## src/rtl/exc_pkg.sv

```systemverilog
package exc_pkg;
  localparam int VEC_W  = 8;
  localparam int OFF_W  = VEC_W + 2;
  localparam int NCAUSE = 6;

  // Index 0 wins; order is the resolution priority.
  typedef enum logic [2:0] {
    C_ACC = 3'd0,
    C_ADR = 3'd1,
    C_ILL = 3'd2,
    C_PRV = 3'd3,
    C_DIV = 3'd4,
    C_TRC = 3'd5
  } cause_e;

  localparam logic [VEC_W-1:0] V_ACC   = 8'd2;
  localparam logic [VEC_W-1:0] V_ADR   = 8'd3;
  localparam logic [VEC_W-1:0] V_ILL   = 8'd4;
  localparam logic [VEC_W-1:0] V_DIV   = 8'd5;
  localparam logic [VEC_W-1:0] V_PRV   = 8'd8;
  localparam logic [VEC_W-1:0] V_TRC   = 8'd9;
  localparam logic [VEC_W-1:0] V_LINEA = 8'd10;
  localparam logic [VEC_W-1:0] V_LINEF = 8'd11;

  function automatic logic [OFF_W-1:0] vec_offset(input logic [VEC_W-1:0] v);
    return {v, 2'b00};
  endfunction

  function automatic logic [VEC_W-1:0] illegal_vec(input logic [3:0] line);
    if (line == 4'hA)      return V_LINEA;
    else if (line == 4'hF) return V_LINEF;
    else                   return V_ILL;
  endfunction

  function automatic logic [VEC_W-1:0] cause_vec(input int idx,
                                                 input logic [VEC_W-1:0] ill_v);
    case (idx)
      0:       return V_ACC;
      1:       return V_ADR;
      2:       return ill_v;
      3:       return V_PRV;
      4:       return V_DIV;
      default: return V_TRC;
    endcase
  endfunction
endpackage

```

## src/rtl/exc_detect.sv

```systemverilog
module exc_detect
  import exc_pkg::*;
#(
  parameter int DATA_W = 32
) (
  input  logic                 issue_vld,
  input  logic [15:0]          opcode,
  input  logic                 opc_known,
  input  logic                 is_xfer,
  input  logic                 tgt_lsb,
  input  logic                 ea_indexed,
  input  logic                 idx_word,
  input  logic [1:0]           idx_scale,
  input  logic                 ea_full_idx,
  input  logic                 is_div,
  input  logic [DATA_W-1:0]    div_den,
  input  logic                 priv_insn,
  input  logic                 sup_mode,
  input  logic                 mem_store,
  input  logic                 wr_prot,
  input  logic                 trace_on,
  output logic [NCAUSE-1:0]    raw,
  output logic [VEC_W-1:0]     ill_vec
);
  localparam logic [1:0] SCALE8 = 2'b11;

  logic acc_hit, adr_odd, adr_idx, adr_full, ill_hit, prv_hit, div_hit, trc_hit;

  // Only stores can fault on protection; reads and fetches never do.
  assign acc_hit  = issue_vld & mem_store & wr_prot;
  assign adr_odd  = issue_vld & is_xfer & tgt_lsb;
  assign adr_idx  = issue_vld & ea_indexed & (idx_word | (idx_scale == SCALE8));
  assign adr_full = issue_vld & ea_full_idx;
  assign ill_hit  = issue_vld & ~opc_known;
  assign prv_hit  = issue_vld & priv_insn & ~sup_mode;
  assign div_hit  = issue_vld & is_div & (div_den == '0);
  assign trc_hit  = issue_vld & trace_on;

  assign ill_vec = illegal_vec(opcode[15:12]);

  always_comb begin
    raw        = '0;
    raw[C_ACC] = acc_hit;
    raw[C_ADR] = adr_odd | adr_idx | adr_full;
    raw[C_ILL] = ill_hit;
    raw[C_PRV] = prv_hit;
    raw[C_DIV] = div_hit;
    raw[C_TRC] = trc_hit;
  end

  logic [11:0] unused_op;
  assign unused_op = opcode[11:0];
endmodule

```

## src/rtl/exc_arbiter.sv

```systemverilog
module exc_arbiter #(
  parameter int N = 6
) (
  input  logic         clk,
  input  logic         rst,
  input  logic [N-1:0] req,
  output logic [N-1:0] gnt,
  output logic         any
);
  always_comb begin
    logic taken;
    taken = 1'b0;
    gnt   = '0;
    for (int i = 0; i < N; i++) begin
      if (req[i] && !taken) begin
        gnt[i] = 1'b1;
        taken  = 1'b1;
      end
    end
  end

  assign any = |req;


  gnt_onehot_chk: assert property (@(posedge clk) disable iff (rst)
    $onehot0(gnt) && ((gnt & ~req) == '0));

  gnt_present_chk: assert property (@(posedge clk) disable iff (rst)
    any |-> ($countones(gnt) == 1));
endmodule

```

## src/rtl/exc_vec_reg.sv

```systemverilog
module exc_vec_reg
  import exc_pkg::*;
(
  input  logic             clk,
  input  logic             rst,
  input  logic             fire,
  input  logic [VEC_W-1:0] vec_d,
  output logic             exc_vld,
  output logic [VEC_W-1:0] exc_vec,
  output logic [OFF_W-1:0] exc_off
);
  always_ff @(posedge clk) begin
    if (rst) begin
      exc_vld <= 1'b0;
      exc_vec <= '0;
      exc_off <= '0;
    end else begin
      exc_vld <= fire;
      exc_vec <= fire ? vec_d : '0;
      exc_off <= fire ? vec_offset(vec_d) : '0;
    end
  end


  pulse_follows_chk: assert property (@(posedge clk) disable iff (rst)
    fire |=> exc_vld);

  quiet_follows_chk: assert property (@(posedge clk) disable iff (rst)
    !fire |=> (!exc_vld && exc_vec == '0));

  offset_scale_chk: assert property (@(posedge clk) disable iff (rst)
    exc_off[1:0] == 2'b00 && exc_off[OFF_W-1:2] == exc_vec);
endmodule

```

## src/rtl/exc_vectorizer.sv

```systemverilog
module exc_vectorizer
  import exc_pkg::*;
#(
  parameter int DATA_W = 32
) (
  input  logic              clk,
  input  logic              rst,
  input  logic              issue_vld,
  input  logic [15:0]       opcode,
  input  logic              opc_known,
  input  logic              is_xfer,
  input  logic              tgt_lsb,
  input  logic              ea_indexed,
  input  logic              idx_word,
  input  logic [1:0]        idx_scale,
  input  logic              ea_full_idx,
  input  logic              is_div,
  input  logic [DATA_W-1:0] div_den,
  input  logic              priv_insn,
  input  logic              sup_mode,
  input  logic              mem_store,
  input  logic              wr_prot,
  input  logic              trace_on,
  output logic              flush_req,
  output logic              exc_vld,
  output logic [7:0]        exc_vec,
  output logic [9:0]        exc_off
);
  logic [NCAUSE-1:0] raw, gnt;
  logic [VEC_W-1:0]  ill_vec, sel_vec;
  logic              any_cause;

  exc_detect #(.DATA_W(DATA_W)) u_det (
    .issue_vld(issue_vld), .opcode(opcode), .opc_known(opc_known),
    .is_xfer(is_xfer), .tgt_lsb(tgt_lsb), .ea_indexed(ea_indexed),
    .idx_word(idx_word), .idx_scale(idx_scale), .ea_full_idx(ea_full_idx),
    .is_div(is_div), .div_den(div_den), .priv_insn(priv_insn),
    .sup_mode(sup_mode), .mem_store(mem_store), .wr_prot(wr_prot),
    .trace_on(trace_on), .raw(raw), .ill_vec(ill_vec)
  );

  exc_arbiter #(.N(NCAUSE)) u_arb (
    .clk(clk), .rst(rst), .req(raw), .gnt(gnt), .any(any_cause)
  );

  always_comb begin
    sel_vec = '0;
    for (int i = 0; i < NCAUSE; i++)
      if (gnt[i]) sel_vec = sel_vec | cause_vec(i, ill_vec);
  end

  assign flush_req = any_cause;

  exc_vec_reg u_reg (
    .clk(clk), .rst(rst), .fire(any_cause), .vec_d(sel_vec),
    .exc_vld(exc_vld), .exc_vec(exc_vec), .exc_off(exc_off)
  );


  acc_store_only_chk: assert property (@(posedge clk) disable iff (rst)
    (exc_vld && exc_vec == 8'd2) |-> $past(mem_store && wr_prot));

  adr_cause_chk: assert property (@(posedge clk) disable iff (rst)
    (exc_vld && exc_vec == 8'd3) |->
      $past((is_xfer && tgt_lsb) || ea_full_idx ||
            (ea_indexed && (idx_word || idx_scale == 2'b11))));

  prv_user_chk: assert property (@(posedge clk) disable iff (rst)
    (exc_vld && exc_vec == 8'd8) |-> $past(priv_insn && !sup_mode));

  div_zero_chk: assert property (@(posedge clk) disable iff (rst)
    (exc_vld && exc_vec == 8'd5) |-> $past(is_div && div_den == '0));

  idle_quiet_chk: assert property (@(posedge clk) disable iff (rst)
    !issue_vld |=> !exc_vld);
endmodule

```

## config.mk

```make
export PLATFORM = sky130hd
export DESIGN_NAME = exc_vectorizer
export DESIGN_NICKNAME = d
export VERILOG_FILES = /design/src/rtl/exc_pkg.sv /design/src/rtl/exc_detect.sv /design/src/rtl/exc_arbiter.sv /design/src/rtl/exc_vec_reg.sv /design/src/rtl/exc_vectorizer.sv
export SDC_FILE = /design/constraint.sdc
export NUM_CORES = 1
export LEC_CHECK = 0
export ABC_AREA = 1
export BUFFER_PORTS_ARGS = -buffer_cell sky130_fd_sc_hd__clkbuf_2
export CAP_MARGIN = 20
export CORE_MARGIN = 2
export CORE_UTILIZATION = 26
export CTS_CLUSTER_SIZE = 12
export DETAILED_ROUTE_END_ITERATION = 6
export PLACE_DENSITY = 0.75
export SLEW_MARGIN = 20
export SYNTH_ARGS = -nofsm -noshare
export SYNTH_HDL_FRONTEND = slang
export SYNTH_SLANG_ARGS = --single-unit
```

## constraint.sdc

```tcl
create_clock -name clk -period 0.86 [get_ports clk]
set_input_delay 0.086 -clock clk [delete_from_list [all_inputs] [get_ports clk]]
set_output_delay 0.086 -clock clk [all_outputs]
set_load 0.01 [all_outputs]
```

======== Word level (Yosys, flattened, before mapping) ========
Cells that the tools add are included.
word-level totals
  logic and storage cells ................. 66
  register bits after elaboration ......... 11
  output and inout port bits .............. 20
  input port bits ......................... 65
operators by class
  eq/ne operators ......................... 3
  reductions and logical operators ........ 13
  mux-type cells .......................... 23
  bitwise operators ....................... 24
operators with widths
  operator            number
  $mux 8              11
  $logic_not 32->1    1
  $or 8x8->8          4
  $and 1x1->1         13
  $mux 1              10
  $eq 4x4->1 const B  2
  $or 2x8->8          1
  $reduce_or 6->1     1
  $logic_and 1x1->1   5
  $logic_not 1->1     5
  $mux 4              1
  $not 1->1           3
  $or 1x1->1          3
  $eq 2x2->1 const B  1
  $mux 2              1
  $reduce_or 2->1     1

======== Depth between registers and ports, before layout ========
Gate-level depths: netlist (run 1).
  word-level depth ........................ 22
  mapped depth ............................ 10

======== Cells and area by module ========
From an unflattened synthesis (run 1), not the netlist that was laid out.
second synthesis, totals
  cells, all modules ...................... 138
  area total of the unflattened synthesis .. 792.0 um^2
modules (own cells, without submodules)
  module          sequential area each (um^2)  area each (um^2)  times used  cells an instance
  exc_vec_reg     180.2                        337.8             1           39
  exc_detect      0.0                          297.8             1           64
  exc_vectorizer  0.0                          81.3              1           20
  exc_arbiter     0.0                          75.1              1           15

======== Worst setup path before layout (run 1) ========
No wires, ideal clock.
  kind .................................... input port to flip-flop
  from .................................... in div_den[31]
  to ...................................... reg u_reg.exc_off[4]
  arrival time ............................ 0.813 ns
  cell stages on the path ................. 8
  required time ........................... 0.796 ns
  path buffers ............................ 0
  slack ................................... -0.017 ns
  cell sequence ........................... nor2_1 nor3b_1 nand2_1 nor2_4 nor2_2 nand2_4 nand2_4 nor2_1
RTL lines
  what                       RTL line              RTL
  start: declaration         exc_vectorizer.sv:18  input logic [DATA_W-1:0] div_den,
  $logic_not 32->1           exc_detect.sv:36      assign div_hit = issue_vld & is_div & (div_den == '0);
  $and 1x1->1                exc_detect.sv:36
  $reduce_or 6->1            exc_arbiter.sv:22     assign any = |req;
  via flush_req              exc_vectorizer.sv:24  output logic flush_req,
  $not 1->1 (no line)        n/a
  $reduce_or 2->1 (no line)  n/a
  end signal: assignment     exc_vec_reg.sv:20     exc_off <= fire ? vec_offset(vec_d) : '0;
  end: declaration           exc_vec_reg.sv:10     output logic [OFF_W-1:0] exc_off
The timed path passes the listed nets, and every way through them passes these cells.
A chain may end at the register's enable or synchronous reset.

======== Final worst setup path (run 1) ========
  from .................................... in div_den[0]
  to ...................................... out flush_req
on the way
  cells in the longest elaborated chain, start to end .. 3
ends and longest elaborated chain
  what              RTL line
  $logic_not 32->1  exc_detect.sv:36
  $and 1x1->1       exc_detect.sv:36
  $reduce_or 6->1   exc_arbiter.sv:22
  end: declaration  exc_vectorizer.sv:24
No other way between the ends.

==> run_results.csv, run 1 <==
group,metric,value,unit
outcome,result_of_the_run,"complete, but fails checks",
outcome,violations,"negative setup slack",
die,floorplan.initialDensity,0.282,
pwr,ir_drop_worst_vdd,735,µV
setup_path,critical_path.max_fanout,2,
setup_path,slowest_stage,"sky130_fd_sc_hd__nor2_4",
job,drv_cap,0,
setup_path,critical_path_required,770,ps
setup_path,worstSetupStartpointType,"primary input",
timing,timing.final.hold_violations,0,
layout,layout.cells.non_filler,195,
placed_design,placed_cells_incl_taps,185,
grt,track_usage,0.121,
grt,wire_length_of_the_first_global_routing_pass,2500,µm
pwr,intPower,0.628,mW
grt,grt_overflow_total,0,
min_path,holdPathStages,4,
timing,period_minus_slack,1000,ps
synthesis,synth_cells,97,
setup_path,critical_path.cell_chain,"buf_6 > nor2_4 > nand2_2 > nor2_2 > nand3_2 > nor2_4 > nor2_2 > nand2_4 > buf_6",
timing,max_clock_freq,0.995,GHz
clocking,htreeDepth,1,
routing,finalWirelength,1690,µm
die,num_io_pins,85,
layout,area.growth.synth_to_final,84.2,%
min_path,hold-path-endpoint,"u_reg.exc_off[4]$_SDFF_PP0_",
pwr,seqPwrFrac,0.276,
die,floorplan.rows,16,
die,chipHeight,50.8,µm
clocking,cts-root-to-sink-buffers,2,
layout,utilization,0.519,
pwr,power.switching_fraction,0.319,
layout,final_layout_size_suffix_gt1_frac,0.601,
pwr,clockPowerShare,0.289,
timing,timing.hold.ws,157,ps
min_path,holdCritStartpoint,"rst",
synthesis,count_of_flip_flops_with_a_built_in_enable_after_synthesis,0,
grt,grt_pass1_vias,690,
timing,slew_viol_final,0,
synthesis,synth-seq-cells,5,
die,area_of_the_die,2580,µm²
die,area_inside_the_core_boundary,2020,µm²
timing,final.period_utilization,1.17,
synthesis,netlist_area,569,µm²
synthesis,netlist.top_cell.by_area,"sky130_fd_sc_hd__buf_4",
setup_path,worst_ep_arrival_time,920,ps
placed_design,dpl-instance-area,877,µm²
layout,antenna_cells,0,
synthesis,seq_area_frac_synth,0.176,
timing,setup_ws,-145,ps
synthesis,synth_top_cells_by_count,"27 x sky130_fd_sc_hd__nor2_1, 21 x sky130_fd_sc_hd__nand2_1, 14 x sky130_fd_sc_hd__buf_4",
clocking,cts_tree,"done",
routing,vias_per_cell,4.09,
synthesis,avgSynthCellArea,5.87,µm²
setup_path,end_kind,"primary output",
pwr,power_switching,0.294,mW
synthesis,yosys.cell_count.top_type,"sky130_fd_sc_hd__nor2_1",
pwr,leakage,0.588,nW
setup_path,timing.critical_path.buf_inv,2,
synthesis,synth-main-ff-cell,"sky130_fd_sc_hd__dfxtp_1",
setup_path,criticalPathCategory,"primary input to primary output",
setup_path,setup.worst_path.start,"div_den[0]",
synthesis,yosys_warnings,0,
routing,drt_drc_violations_left,0,
timing,setup_viol_count_final,6,
synthesis,synth.distinct_cells,21,
layout,num-nets-final,234,
clocking,cts_made_buffers,3,
clocking,cts_root_buffer,"sky130_fd_sc_hd__clkbuf_4",
setup_path,cp_slowest_stage_delay,130,ps
routing,detail_route.iter0.violations,3,
layout,final_design_area_no_fill,1050,µm²
grt,grt_start_max_net_pins,7,
placed_design,place.port_buffers,62,
pwr,combinationalPowerShare,0.435,
synthesis,async_set_reset_flop_share_out_of_synthesis,0,
clocking,cts_sinks,5,
placed_design,final_estimated_routing_congestion_in_global_placement,0.720,
routing,routed-via-count,797,
placed_design,detailed_place_hpwl,1360,µm
min_path,worst_min_delay_path_class,"primary input to flip-flop",
timing,grt_setup_unrepaired,"true",
setup_path,path_depth,9,
grt,antenna_violations_before_repair,0,
setup_path,critical-path-top-delay-family,"simple AND/OR/NAND/NOR gates",
routing,drtPass1Iterations,2,
clocking,clk_pin_slew_worst_paths,40,ps
routing,average_routed_wire_per_standard_cell,8.67,µm
synthesis,synth_largest_type_area_fraction,0.185,
synthesis,synth_area_leaders,"sky130_fd_sc_hd__buf_4 18%, sky130_fd_sc_hd__nor2_1 18%, sky130_fd_sc_hd__dfxtp_1 18%",
pwr,power_per_cell_area,880,nW/µm²
routing,antenna_left,0,
die,die_width,50.8,µm
[metal layers]
layer,track usage,vias to the layer above,routed length (µm)
li1,-,415,-
met1,0.124,331,557
met2,0.239,47,933
met3,0.0357,4,172
met4,0.0225,0,27
met5,0,-,0
[worst max-delay path by stage]
stage,slack (ps),endpoint
floorplan,4,u_reg.exc_off[4]$_SDFF_PP0_
global placement,-220,u_reg.exc_off[5]$_SDFF_PP0_
detailed placement,-200,u_reg.exc_off[5]$_SDFF_PP0_
CTS,-150,flush_req
global route,-210,flush_req
finish,-140,flush_req
[state kept, by name, indices dropped and copies added (netlist names)]
name,cells
u_reg.exc_vld,1
u_reg.exc_off,4
[power by group through the flow]
stage          Clock (mW)  Sequential (mW)  Combinational [mW]
6_report            0.267            0.255               0.401
5_1_grt             0.291            0.256               0.444
4_1_cts             0.274            0.255               0.328
3_5_place_dp            0            0.259               0.325
3_3_place_gp            0            0.258               0.321
2_1_floorplan           0            0.266               0.188
[layout by cell type, fill, tap and decap left out]
master	netlist	final
sky130_fd_sc_hd__a21boi_0	1	1
sky130_fd_sc_hd__a21oi_1	3	2
sky130_fd_sc_hd__a21oi_2	0	1
sky130_fd_sc_hd__buf_4	14	9
sky130_fd_sc_hd__buf_6	0	6
sky130_fd_sc_hd__clkbuf_1	0	1
sky130_fd_sc_hd__clkbuf_2	0	57
sky130_fd_sc_hd__clkbuf_4	0	3
sky130_fd_sc_hd__conb_1	1	10
sky130_fd_sc_hd__dfxtp_1	5	5
sky130_fd_sc_hd__inv_1	7	7
sky130_fd_sc_hd__inv_2	2	2
sky130_fd_sc_hd__nand2_1	21	17
sky130_fd_sc_hd__nand2_2	0	4
sky130_fd_sc_hd__nand2_4	2	2
sky130_fd_sc_hd__nand3_1	3	3
sky130_fd_sc_hd__nand3_2	1	1
sky130_fd_sc_hd__nand4_1	1	1
sky130_fd_sc_hd__nand4_4	0	1
sky130_fd_sc_hd__nor2_1	27	16
sky130_fd_sc_hd__nor2_2	2	10
sky130_fd_sc_hd__nor2_4	1	4
sky130_fd_sc_hd__nor3_1	1	1
sky130_fd_sc_hd__nor3b_2	0	1
sky130_fd_sc_hd__o21ai_0	1	1
sky130_fd_sc_hd__o21bai_1	1	1
sky130_fd_sc_hd__xor2_1	1	1
[stage by stage]
step           power (mW)  worst slack, ps  setup TNS, ps
3_5_place_dp        0.584             -200          -1010
6_report            0.923             -145           -345
2_1_floorplan       0.455             3.92              0
5_1_grt             0.990             -214           -811
4_1_cts             0.857             -148           -178
3_3_place_gp        0.579             -215          -1060
[layout make-up]
type / instances / area, µm²
timing repair buffer: 72 / 420
multi-input combinational: 78 / 434
tap: 27 / 33.8
clock buffer: 4 / 26.3
fill: 208 / 973
sequential: 5 / 100
inverter: 9 / 33.8
[logic make-up after synthesis]
| kind of cell | share of synthesized area |
|---|---|
| xor gates and xnor gates | 0.0154 |
| and+or+nand+nor | 0.497 |
| DFF | 0.176 |
| AOI/OAI and AO/OA | 0.0615 |
| other | 0.00659 |
| buffers and inverters | 0.244 |
[worst min-delay path, cell delays in order]
cell                       delay (ps)
sky130_fd_sc_hd__clkbuf_2          80
sky130_fd_sc_hd__inv_1             60
sky130_fd_sc_hd__nand2_4          100
sky130_fd_sc_hd__nor2_2            30
[repair_timing]
action / 4_1_cts / 5_1_grt
gates resized for setup: 1 / 27
setup endpoints to repair: 1 / 6
setup buffers: 1 / 5
hold buffers: 0 / 0
pin swaps: 2 / 16
hold endpoints to repair: 0 / 0
No activity file was read; power rests on OpenSTA's default activity.
==> run 2, diff against run 1 <==
RECOVER_POWER = 25   (was default)
SKIP_CTS_REPAIR_TIMING = 1   (was default)
==> run 2 against run 1 <==
The run still ends with negative setup slack left. Die area unchanged. Flip-flop and latch count unchanged. Wire length increased by 1.9%. Critical endpoint unchanged.
==> run_results.csv, run 2 (synthesis results as in run 1) <==
group,metric,value,unit
pwr,power_switching,0.296,mW
placed_design,detailed_place_hpwl,1360,µm
min_path,holdCritStartpoint,"rst",
timing,grt_setup_unrepaired,"true",
routing,vias_per_cell,4.08,
grt,grt_start_max_net_pins,7,
layout,largest_reg_flops,4,
placed_design,place.port_buffers,62,
die,floorplan.rows,16,
routing,average_routed_wire_per_standard_cell,8.88,µm
grt,grt_overflow_total,0,
die,floorplan.initialDensity,0.282,
timing,setup_ws,-145,ps
layout,num-nets-final,233,
setup_path,worstSetupStartpointType,"primary input",
grt,antenna_violations_before_repair,0,
setup_path,criticalPathCategory,"primary input to primary output",
pwr,power_per_cell_area,885,nW/µm²
setup_path,worst_ep_arrival_time,920,ps
grt,track_usage,0.120,
timing,timing.final.hold_violations,0,
job,drv_cap,0,
clocking,cts_sinks,5,
timing,slew_viol_final,0,
outcome,violations,"negative setup slack",
die,die_width,50.8,µm
pwr,leakage,0.578,nW
layout,layout_commonest_cell,"sky130_fd_sc_hd__clkbuf_2",
layout,antenna_cells,0,
pwr,clockPowerShare,0.288,
pwr,combinationalPowerShare,0.438,
clocking,cts_made_buffers,3,
clocking,cts_root_buffer,"sky130_fd_sc_hd__clkbuf_4",
layout,area.growth.synth_to_final,84.0,%
routing,drtPass1Iterations,2,
min_path,worst_min_delay_path_class,"primary input to flip-flop",
setup_path,critical_path.max_fanout,2,
layout,largest_registers,"u_reg.exc_off (4), u_reg.exc_vld (1)",
layout,nFillCells,211,
layout,final_cell_mix,"54 x sky130_fd_sc_hd__clkbuf_2, 18 x sky130_fd_sc_hd__nand2_1, 14 x sky130_fd_sc_hd__nor2_1, 12 x sky130_fd_sc_hd__nor2_2, 10 x sky130_fd_sc_hd__conb_1",
clocking,htreeDepth,1,
layout,top_register,"u_reg.exc_off",
pwr,power.switching_fraction,0.320,
die,area_of_the_die,2580,µm²
routing,antenna_left,0,
routing,drt_drc_violations_left,0,
die,chipHeight,50.8,µm
die,area_inside_the_core_boundary,2020,µm²
placed_design,final_estimated_routing_congestion_in_global_placement,0.720,
setup_path,critical_path_required,770,ps
routing,finalWirelength,1720,µm
timing,setup_viol_count_final,6,
timing,final.period_utilization,1.17,
pwr,ir_drop_worst_vdd,726,µV
min_path,hold-path-endpoint,"u_reg.exc_off[4]$_SDFF_PP0_",
clocking,cts-root-to-sink-buffers,2,
layout,utilization,0.518,
pwr,seqPwrFrac,0.275,
routing,routed-via-count,792,
die,num_io_pins,85,
layout,layout.cells.non_filler,194,
placed_design,placed_cells_incl_taps,185,
timing,max_clock_freq,0.995,GHz
routing,detail_route.iter0.violations,4,
timing,period_minus_slack,1010,ps
grt,wire_length_of_the_first_global_routing_pass,2470,µm
clocking,clk_pin_slew_worst_paths,40,ps
setup_path,end_kind,"primary output",
outcome,result_of_the_run,"complete, but fails checks",
min_path,holdPathStages,4,
pwr,intPower,0.631,mW
layout,final_layout_size_suffix_gt1_frac,0.593,
grt,grt_pass1_vias,684,
clocking,cts_tree,"done",
==> run 2: changes by cell type in the layout (fill, tap and decap cells not counted), sizes merged <==
cell / delta
clkbuf: -1
==> run 2: per-layer routing <==
| metal | part of all wire | vias to the layer above | track usage |
|---|---|---|---|
| met5 | 0 | - | 0 |
| met4 | 0.016 | 0 | 0.0225 |
| met3 | 0.10 | 4 | 0.0357 |
| met2 | 0.56 | 47 | 0.239 |
| met1 | 0.32 | 328 | 0.120 |
| li1 | - | 413 | - |
==> run 2: through the flow <==
stage	TNS, ps	instance area, µm²	hold WS (ps)	setup slack, ps	total power, mW
2_1_floorplan	0	608	281	3.92	0.455
3_3_place_gp	-1060	877	390	-215	0.579
3_5_place_dp	-1010	877	392	-200	0.584
4_1_cts	-180	903	144	-180	0.857
5_1_grt	-795	1050	177	-208	0.994
6_report	-346	1050	157	-145	0.927
==> run 2: layout make-up <==
cell class              count  area [µm²]  share of cell area
inverters                   9        33.8              0.0323
well taps                  27        33.8              0.0323
clock buffers               4        26.3              0.0251
repair buffers             71         417               0.398
multi-input cells          78         437               0.417
flip-flops and latches      5         100              0.0956
==> run 2: how the worst max path moves through the flow <==
stage / start / endpoint / slack, ps
finish: div_den[0] / flush_req / -150
detailed placement: div_den[19] / u_reg.exc_off[5]$_SDFF_PP0_ / -200
global placement: div_den[19] / u_reg.exc_off[5]$_SDFF_PP0_ / -220
floorplan: div_den[19] / u_reg.exc_off[4]$_SDFF_PP0_ / 4
CTS: div_den[19] / flush_req / -180
global route: div_den[0] / flush_req / -210
==> run 2: power groups by stage <==
stage | Combinational (mW) | Sequential (mW) | Clock, mW
after floorplan | 0.188 | 0.266 | 0
after global placement | 0.321 | 0.258 | 0
after detailed placement | 0.325 | 0.259 | 0
after CTS | 0.328 | 0.255 | 0.274
after global routing | 0.447 | 0.256 | 0.291
final | 0.406 | 0.255 | 0.267
==> run 2: worst max-delay path, stage by stage <==
cell and delay, ps:
sky130_fd_sc_hd__buf_6 100, sky130_fd_sc_hd__nor2_4 100, sky130_fd_sc_hd__nand2_2 60, sky130_fd_sc_hd__nor2_2 110, sky130_fd_sc_hd__nand3_2 120, sky130_fd_sc_hd__nor2_4 130
sky130_fd_sc_hd__nor2_2 50, sky130_fd_sc_hd__nand2_4 60, sky130_fd_sc_hd__buf_6 90
